===== config.mk =====
export PLATFORM = sky130hd
export DESIGN_NAME = rsp_ring_writer
export DESIGN_NICKNAME = d
export VERILOG_FILES = /design/src/rtl/rsp_ring_pkg.sv /design/src/rtl/rsp_beat_issue.sv /design/src/rtl/rsp_ring_ctrl.sv /design/src/rtl/rsp_ring_writer.sv
export SDC_FILE = /design/constraint.sdc
export NUM_CORES = 1
export LEC_CHECK = 0
export BUFFER_PORTS_ARGS = -buffer_cell sky130_fd_sc_hd__buf_4
export CAP_MARGIN = 10
export CORE_AREA = 2 2 125 127
export DETAILED_ROUTE_END_ITERATION = 10
export DIE_AREA = 0 0 127 129
export PLACE_DENSITY = 0.87
export RECOVER_POWER = 50
export SKIP_LAST_GASP = 1
export SYNTH_ARGS = -nofsm -noshare
export SYNTH_HDL_FRONTEND = slang
export SYNTH_SLANG_ARGS = --single-unit

===== constraint.sdc =====
create_clock -name clk -period 2.8 [get_ports clk]
set_clock_uncertainty 0.15 [all_clocks]
set_input_delay 0.28 -clock clk [delete_from_list [all_inputs] [get_ports clk]]
set_output_delay 0.28 -clock clk [all_outputs]
set_load 0.01 [all_outputs]

===== src/rtl/rsp_ring_pkg.sv =====
package rsp_ring_pkg;
  typedef enum logic [1:0] {
    BEAT_IDLE = 2'd0,
    BEAT_RESP = 2'd1,
    BEAT_SIDE = 2'd2
  } beat_state_e;

  function automatic logic [31:0] make_side_word(input logic [3:0] codec, input logic unsol);
    return {27'd0, unsol, codec};
  endfunction
endpackage


===== src/rtl/rsp_beat_issue.sv =====
module rsp_beat_issue
  import rsp_ring_pkg::*;
#(
  parameter int ADDR_W = 32
) (
  input  logic              clk,
  input  logic              rst_n,
  input  logic              start,
  input  logic [ADDR_W-1:0] start_addr,
  input  logic [31:0]       resp_word,
  input  logic [31:0]       side_word,
  input  logic              mem_ready,
  output logic              mem_valid,
  output logic [ADDR_W-1:0] mem_addr,
  output logic [31:0]       mem_data,
  output logic              idle,
  output logic              done
);
  localparam logic [ADDR_W-1:0] SIDE_OFS = ADDR_W'(4);

  beat_state_e       state;
  logic [ADDR_W-1:0] addr_q;
  logic [31:0]       resp_q;
  logic [31:0]       side_q;

  always_ff @(posedge clk or negedge rst_n) begin
    if (!rst_n) begin
      state  <= BEAT_IDLE;
      addr_q <= '0;
      resp_q <= '0;
      side_q <= '0;
    end else begin
      case (state)
        BEAT_IDLE: if (start) begin
          state  <= BEAT_RESP;
          addr_q <= start_addr;
          resp_q <= resp_word;
          side_q <= side_word;
        end
        BEAT_RESP: if (mem_ready) state <= BEAT_SIDE;
        BEAT_SIDE: if (mem_ready) state <= BEAT_IDLE;
        default:   state <= BEAT_IDLE;
      endcase
    end
  end

  always_comb begin
    idle      = (state == BEAT_IDLE);
    mem_valid = !idle;
    mem_addr  = (state == BEAT_SIDE) ? addr_q + SIDE_OFS : addr_q;
    mem_data  = (state == BEAT_SIDE) ? side_q : resp_q;
    done      = (state == BEAT_SIDE) && mem_ready;
  end


  mem_hold_chk: assert property (@(posedge clk) disable iff (!rst_n)
    mem_valid && !mem_ready |=> mem_valid && $stable(mem_addr) && $stable(mem_data));
endmodule


===== src/rtl/rsp_ring_ctrl.sv =====
module rsp_ring_ctrl #(
  parameter int PTR_W = 8,
  parameter int CNT_W = 8
) (
  input  logic             clk,
  input  logic             rst_n,
  input  logic             launch,
  input  logic             done,
  input  logic             cmd_empty,
  input  logic [CNT_W-1:0] threshold,
  input  logic             irq_en,
  input  logic             wp_wr,
  input  logic             wp_rst,
  input  logic             sts_clr,
  output logic [PTR_W-1:0] wp,
  output logic [PTR_W-1:0] wp_next,
  output logic             sts,
  output logic             retrig
);
  logic [CNT_W-1:0] cnt;
  logic [CNT_W-1:0] cnt_inc;
  logic             set_sts;
  logic             sts_n;
  logic             fall;

  always_comb begin
    wp_next = wp + PTR_W'(1);
    cnt_inc = cnt + CNT_W'(1);
    set_sts = done && irq_en && ((cnt_inc == threshold) || cmd_empty);
    sts_n   = set_sts ? 1'b1 : (sts_clr ? 1'b0 : sts);
    fall    = sts && !sts_n;
  end

  always_ff @(posedge clk or negedge rst_n) begin
    if (!rst_n) begin
      wp     <= '0;
      cnt    <= '0;
      sts    <= 1'b0;
      retrig <= 1'b0;
    end else begin
      if (wp_wr && wp_rst) wp <= '0;
      else if (launch)     wp <= wp_next;
      if (fall)      cnt <= '0;
      else if (done) cnt <= cnt_inc;
      sts    <= sts_n;
      retrig <= fall;
    end
  end


  wp_rst_chk: assert property (@(posedge clk) disable iff (!rst_n)
    wp_wr && wp_rst |=> wp == '0);

  retrig_once_chk: assert property (@(posedge clk) disable iff (!rst_n)
    retrig |=> !retrig);

  sts_hold_chk: assert property (@(posedge clk) disable iff (!rst_n)
    sts && !sts_clr |=> sts);
endmodule


===== src/rtl/rsp_ring_writer.sv =====
module rsp_ring_writer
  import rsp_ring_pkg::*;
#(
  parameter int ADDR_W = 32,
  parameter int PTR_W  = 8,
  parameter int CNT_W  = 8
) (
  input  logic              clk,
  input  logic              rst_n,
  input  logic              rsp_valid,
  output logic              rsp_ready,
  input  logic [31:0]       rsp_data,
  input  logic [3:0]        rsp_codec,
  input  logic              rsp_unsol,
  output logic              mem_req_valid,
  input  logic              mem_req_ready,
  output logic [ADDR_W-1:0] mem_req_addr,
  output logic [31:0]       mem_req_data,
  input  logic [ADDR_W-1:0] cfg_base,
  input  logic              cfg_dma_en,
  input  logic              cfg_irq_en,
  input  logic [CNT_W-1:0]  cfg_threshold,
  input  logic              wp_wr,
  input  logic              wp_rst,
  output logic [PTR_W-1:0]  resp_wp,
  input  logic              imm_busy_set,
  input  logic              imm_valid_clr,
  output logic [7:0]        imm_status,
  output logic [31:0]       imm_resp,
  input  logic              cmd_empty,
  input  logic              sts_clr,
  output logic              cmd_retrig,
  output logic              irq
);
  localparam int ENTRY_SHIFT = 3;

  logic              accept, to_imm, to_ring;
  logic              beat_idle, beat_done;
  logic [PTR_W-1:0]  wp_next;
  logic [ADDR_W-1:0] entry_addr;
  logic              imm_busy, imm_valid;
  logic [3:0]        imm_codec;

  always_comb begin
    rsp_ready  = beat_idle;
    accept     = rsp_valid && rsp_ready;
    to_imm     = accept && imm_busy;
    to_ring    = accept && !imm_busy && cfg_dma_en;
    entry_addr = cfg_base + (ADDR_W'(wp_next) << ENTRY_SHIFT);
    imm_status = {imm_codec, 2'b00, imm_valid, imm_busy};
  end

  always_ff @(posedge clk or negedge rst_n) begin
    if (!rst_n) begin
      imm_busy  <= 1'b0;
      imm_valid <= 1'b0;
      imm_codec <= '0;
      imm_resp  <= '0;
    end else if (to_imm) begin
      imm_busy  <= 1'b0;
      imm_valid <= 1'b1;
      imm_codec <= rsp_codec;
      imm_resp  <= rsp_data;
    end else begin
      if (imm_busy_set)  imm_busy  <= 1'b1;
      if (imm_valid_clr) imm_valid <= 1'b0;
    end
  end

  rsp_beat_issue #(.ADDR_W(ADDR_W)) issue_i (
    .clk        (clk),
    .rst_n      (rst_n),
    .start      (to_ring),
    .start_addr (entry_addr),
    .resp_word  (rsp_data),
    .side_word  (make_side_word(rsp_codec, rsp_unsol)),
    .mem_ready  (mem_req_ready),
    .mem_valid  (mem_req_valid),
    .mem_addr   (mem_req_addr),
    .mem_data   (mem_req_data),
    .idle       (beat_idle),
    .done       (beat_done)
  );

  rsp_ring_ctrl #(.PTR_W(PTR_W), .CNT_W(CNT_W)) ctrl_i (
    .clk       (clk),
    .rst_n     (rst_n),
    .launch    (to_ring),
    .done      (beat_done),
    .cmd_empty (cmd_empty),
    .threshold (cfg_threshold),
    .irq_en    (cfg_irq_en),
    .wp_wr     (wp_wr),
    .wp_rst    (wp_rst),
    .sts_clr   (sts_clr),
    .wp        (resp_wp),
    .wp_next   (wp_next),
    .sts       (irq),
    .retrig    (cmd_retrig)
  );


  no_accept_busy_chk: assert property (@(posedge clk) disable iff (!rst_n)
    mem_req_valid |-> !rsp_ready);

  imm_no_mem_chk: assert property (@(posedge clk) disable iff (!rst_n)
    to_imm |=> !mem_req_valid && $stable(resp_wp));

  drop_no_mem_chk: assert property (@(posedge clk) disable iff (!rst_n)
    accept && !imm_busy && !cfg_dma_en |=> !mem_req_valid);
endmodule


Word level (Yosys, flattened, before mapping)
Cells that the tools add are included.
Storage, ports and cells
  output and inout port bits: 116
  logic and storage cells: 58
  flip-flop bits (word level): 127
  bits of input ports: 89
Operators by class
  reductions and logical operators: 20
  add/subtract/negate cells: 4
  equality and inequality tests: 6
  muxes and demuxes: 16
Operators by type and width (number)
  32-bit 2-to-1 mux: 2
  32-bit by 11-bit adder with 32-bit output: 1
  32-bit by 3-bit adder with 32-bit output, second input constant: 1
  8-bit 2-to-1 mux: 4
  8-bit by 1-bit adder with 8-bit output, second input constant: 2
  1-bit logical AND: 9
  8-bit equality test: 1
  2-bit nonzero test: 4
  1-bit 2-to-1 mux: 6
  2-bit 2-to-1 mux: 3
  2-bit case mux with 3 select lines: 1
  2-bit != test, second input constant: 2
  1-bit logical NOT: 3
  3-bit AND reduction: 1
  2-bit by 1-bit equality test with 1-bit output, second input constant: 1
  2-bit equality test, second input constant: 1
  2-bit logical NOT: 1
  2-bit by 1-bit != test with 1-bit output, second input constant: 1
  2-bit AND reduction: 1
  1-bit logical OR: 1

Depth between registers and ports, before layout
  depth after elaboration: 8
  gate-level depth with buffers: 11
  depth with buffers taken out: 10

By module
From an unflattened synthesis, not the netlist that was laid out.
Unflattened totals
  cells, all modules: 746
  area total of the unflattened synthesis: 8194.1 µm²
By module, submodules not included
  rsp_beat_issue: times used 1, cells an instance 417, area each 4679.5 µm², sequential area each 2452.4 µm²
  rsp_ring_writer: times used 1, cells an instance 204, area each 2332.2 µm², sequential area each 950.9 µm²
  rsp_ring_ctrl: times used 1, cells an instance 125, area each 1182.4 µm², sequential area each 450.4 µm²

Worst setup path after synthesis
OpenSTA, ideal clock, no wires.
  path type: register -> register
  start: reg ctrl_i.wp[2]
  end: reg issue_i.addr_q[25]
  slack: -78 ps
  data required time: 2525 ps
  stages on the path, launching flop included: 12
  arrival: 2603 ps
  setup time: 125 ps
  period minus slack after synthesis: 2878 ps
  cells stage by stage: dfrtp_1 and3_1 nand3_1 nor2_1 xor2_1 ha_1 and2_1 or4_1 clkbuf_2 o2111ai_1 xnor2_1 mux2_4
Between the ends
  cells in the longest elaborated chain, start to end: 2
Ends and longest elaborated chain
  start: declaration: line rsp_ring_ctrl.sv:15  | output logic [PTR_W-1:0] wp,
  start signal: assignment: line rsp_ring_ctrl.sv:42  | else if (launch) wp <= wp_next;
  8-bit by 1-bit adder with 8-bit output: line rsp_ring_ctrl.sv:27  | wp_next = wp + PTR_W'(1);
  32-bit by 11-bit adder with 32-bit output: line rsp_ring_writer.sv:49  | entry_addr = cfg_base + (ADDR_W'(wp_next) << ENTRY_SHIFT);
  end signal: assignment: line rsp_beat_issue.sv:36  | addr_q <= start_addr;
  end: declaration: line rsp_beat_issue.sv:22  | logic [ADDR_W-1:0] addr_q;
Every way passes these cells.
A chain may end at the register's enable or synchronous reset.

Worst setup path after layout
  start: reg ctrl_i.wp[1]
  end: reg issue_i.addr_q[25]
The elaborated chain is that of the path after synthesis.

==> results.json <==
{
  "clock_latency_ns": 0.42,
  "path_cells": "ha_2, and3_4, buf_4, xor2_1, ha_2, o21a_4, o31a_1, buf_4, o2111ai_4, xnor2_1, mux2_4",
  "whs_ns": 0.0183,
  "dp_cells": 1130,
  "drc_errors": 0,
  "die_h_um": 129,
  "rsz0062_at_grt": "true",
  "rows": 45,
  "postSynthAreaPerCell_um2": 9.32,
  "grt_use_total_pct": 25.6,
  "ios": 205,
  "dpl-instance-area_um2": 8820,
  "clock_sinks": 127,
  "hold_violations": 0,
  "area_delta_synth_final_pct": 43.9,
  "grt_pass1_wl_um": 32800,
  "final_cells": 1225,
  "grt-ovfl-total": 0,
  "setup-violations-final": 0,
  "cp-start-kind": "register",
  "final_max_slew_viol_count": 0,
  "cts_max_path_buffers": 2,
  "synth_area_leaders": "dfrtp_1, nand2_1, mux2_2",
  "cts_tree": "built",
  "ys_types": 61,
  "status": "finished clean",
  "layout_commonest_cell": "buf_4",
  "end_kind": "register",
  "drt_pass1_iterations": 7,
  "drt-initial-drc-count": 396,
  "hold_class": "in2reg",
  "drt-total-wl_um": 21800,
  "synth_top_area_share_pct": 45.6,
  "n_fill_cell": 1122,
  "gp_congestion": 0.888,
  "crit_type": "reg2reg",
  "yosysWarnings": 0,
  "avgViaCountPerCell": 5.46,
  "critPathTopFamily": "adder cells",
  "port_buffers": 202,
  "htree_levels": 4,
  "synthFlopType": "dfrtp_1",
  "timing.fmax_ghz": 0.361,
  "grt_max_degree": 49,
  "yosys.area.top_type": "dfrtp_1",
  "worst_ep_arrival_time_ns": 2.93,
  "core_area_um2": 15000,
  "routedWlPerCell_um": 17.8,
  "drive_gt1_share_pct": 30.1,
  "hpwl_um": 14000,
  "via_count": 6686,
  "slowest_delay_ns": 0.40,
  "vdd_drop_max_mv": 0.788,
  "cts-root-buf": "clkbuf_16",
  "worst_slew_pin_slew_ns": 1.17,
  "dp_slack_ns": -0.0771,
  "start_util_pct": 46.5,
  "syn-cell-area_um2": 6970,
  "mostFrequentLayoutCells": "buf_4, nand2_1, dfrtp_1",
  "final_area_um2": 10000,
  "cts_made_buffers": 17,
  "slowest_stage": "dfrtp_1",
  "crit_buf_inv": 2,
  "p_total_mw": 9.39,
  "die_area_um2": 16400,
  "p_per_area_nw_per_um2": 936,
  "worst_slack_ns": 0.0276,
  "syn_inst": 748,
  "period_needed_ns": 2.77,
  "antenna_found_initial": 1,
  "synth-edff-count": 0,
  "period_share_pct": 99.0,
  "ant_nets": 0,
  "relSlewSlack_pct": 22.2,
  "ys_seq_area_share_pct": 45.6,
  "grt_pass1_vias": 6590,
  "path_clk_slew_ns": 0.06,
  "leakage_nw": 4.69,
  "fp.dieW_um": 127,
  "maxCapViolations": 0,
  "synth-seq-cells": 127,
  "async_flop_share_pct": 100,
  "critPathRequiredTime_ns": 2.95,
  "cp_max_fo": 5,
  "final_nets": 1124
}
-- area by class of cell --
cell class | instances | area [um^2] | share of cell area, %
Tap cell | 188 | 235 | 2.35
Antenna cell | 1 | 2.50 | 0.0249
Clock inverter | 15 | 198 | 1.97
Sequential cell | 127 | 3180 | 31.7
Multi-Input combinational cell | 563 | 3710 | 37.0
Clock buffer | 17 | 425 | 4.24
Timing Repair Buffer | 299 | 2220 | 22.1
Inverter | 15 | 56.3 | 0.561
-- routing by layer --
layer | share of wire (%) | vias to the layer above | routed length [um] | track usage, %
met3 | 5.7 | 75 | 1250 | 5.32
met1 | 39 | 3230 | 8420 | 30.5
met2 | 51 | 278 | 11100 | 43.2
met4 | 4.5 | 0 | 981 | 14.9
li1 | - | 3103 | - | -
met5 | 0 | - | 0 | 0
-- logic make-up after synthesis --
logic type | Yosys count | share of synthesized area (%)
mux | 40 | 6.53
compound gates | 85 | 8.47
xor+xnor | 70 | 8.79
simple gates | 354 | 24.4
fa+ha+maj | 12 | 2.26
buf+inv | 59 | 3.91
other cells | 1 | 0.0538
flops | 127 | 45.6
-- power breakdown --
part	internal (mW)	switching, mW	leakage (nW)
combinational	1.82	1.97	2.82
sequential	2.63	0.623	1.56
clock	1.43	0.918	0.306
-- worst paths after layout --
kind                                     from                  to  slack (ns)  cells past startpoint
max                              ctrl_i.wp[1]  issue_i.addr_q[25]        0.03                     11
min                              cfg_base[16]  issue_i.addr_q[16]        0.02                      3
max reg2reg                      ctrl_i.wp[1]  issue_i.addr_q[25]        0.03                     11
min reg2reg                issue_i.resp_q[29]  issue_i.resp_q[29]        0.31                      2
max in group asynchronous               rst_n        ctrl_i.wp[0]        0.61                      3
min in group asynchronous               rst_n   issue_i.addr_q[1]        0.48                      2
-- flip-flops by register name, summed over array words and instances, names as in the netlist, 2 cells and up --
signal and flops:
ctrl_i.cnt 8, ctrl_i.wp 8, imm_codec 4, imm_resp 32, issue_i.addr_q 32, issue_i.resp_q 32
issue_i.side_q 5, issue_i.state 2
-- per-stage QoR --
stage / TNS [ns] / util (%)
detailed placement: -0.133 / 58.9
global placement: 0 / 58.9
global route: -0.733 / 67.0
CTS: -0.0243 / 66.7
floorplan: -0.00368 / -
finish: 0 / 67.0
-- repair_timing --
action | CTS | global route
hold endpoints to repair | 128 | 0
setup endpoints to repair | 4 | 31
pin swaps | 8 | 15
buffers inserted | 3 | 7
cloned | 0 | 3
resized for setup | 6 | 40
hold buffers | 49 | 0
-- worst register-to-register path, cell delays in order (launching register included) --
cell and delay [ns]:
dfrtp_1 0.40, ha_2 0.20, and3_4 0.18, buf_4 0.14, xor2_1 0.14, ha_2 0.34
o21a_4 0.16, o31a_1 0.27, buf_4 0.17, o2111ai_4 0.11, xnor2_1 0.15, mux2_4 0.26
-- synth_stat cells (15+ instances only) --
library cell  instances
a21oi_1              16
and2_1               32
and3_1               16
buf_2                19
clkbuf_1             16
dfrtp_1             127
inv_1                15
mux2_2               36
nand2_1             187
nand3_1              29
nor2_1               30
o21ai_0              19
xnor2_1              41
xor2_1               29
(Power assumes the default switching activity.)
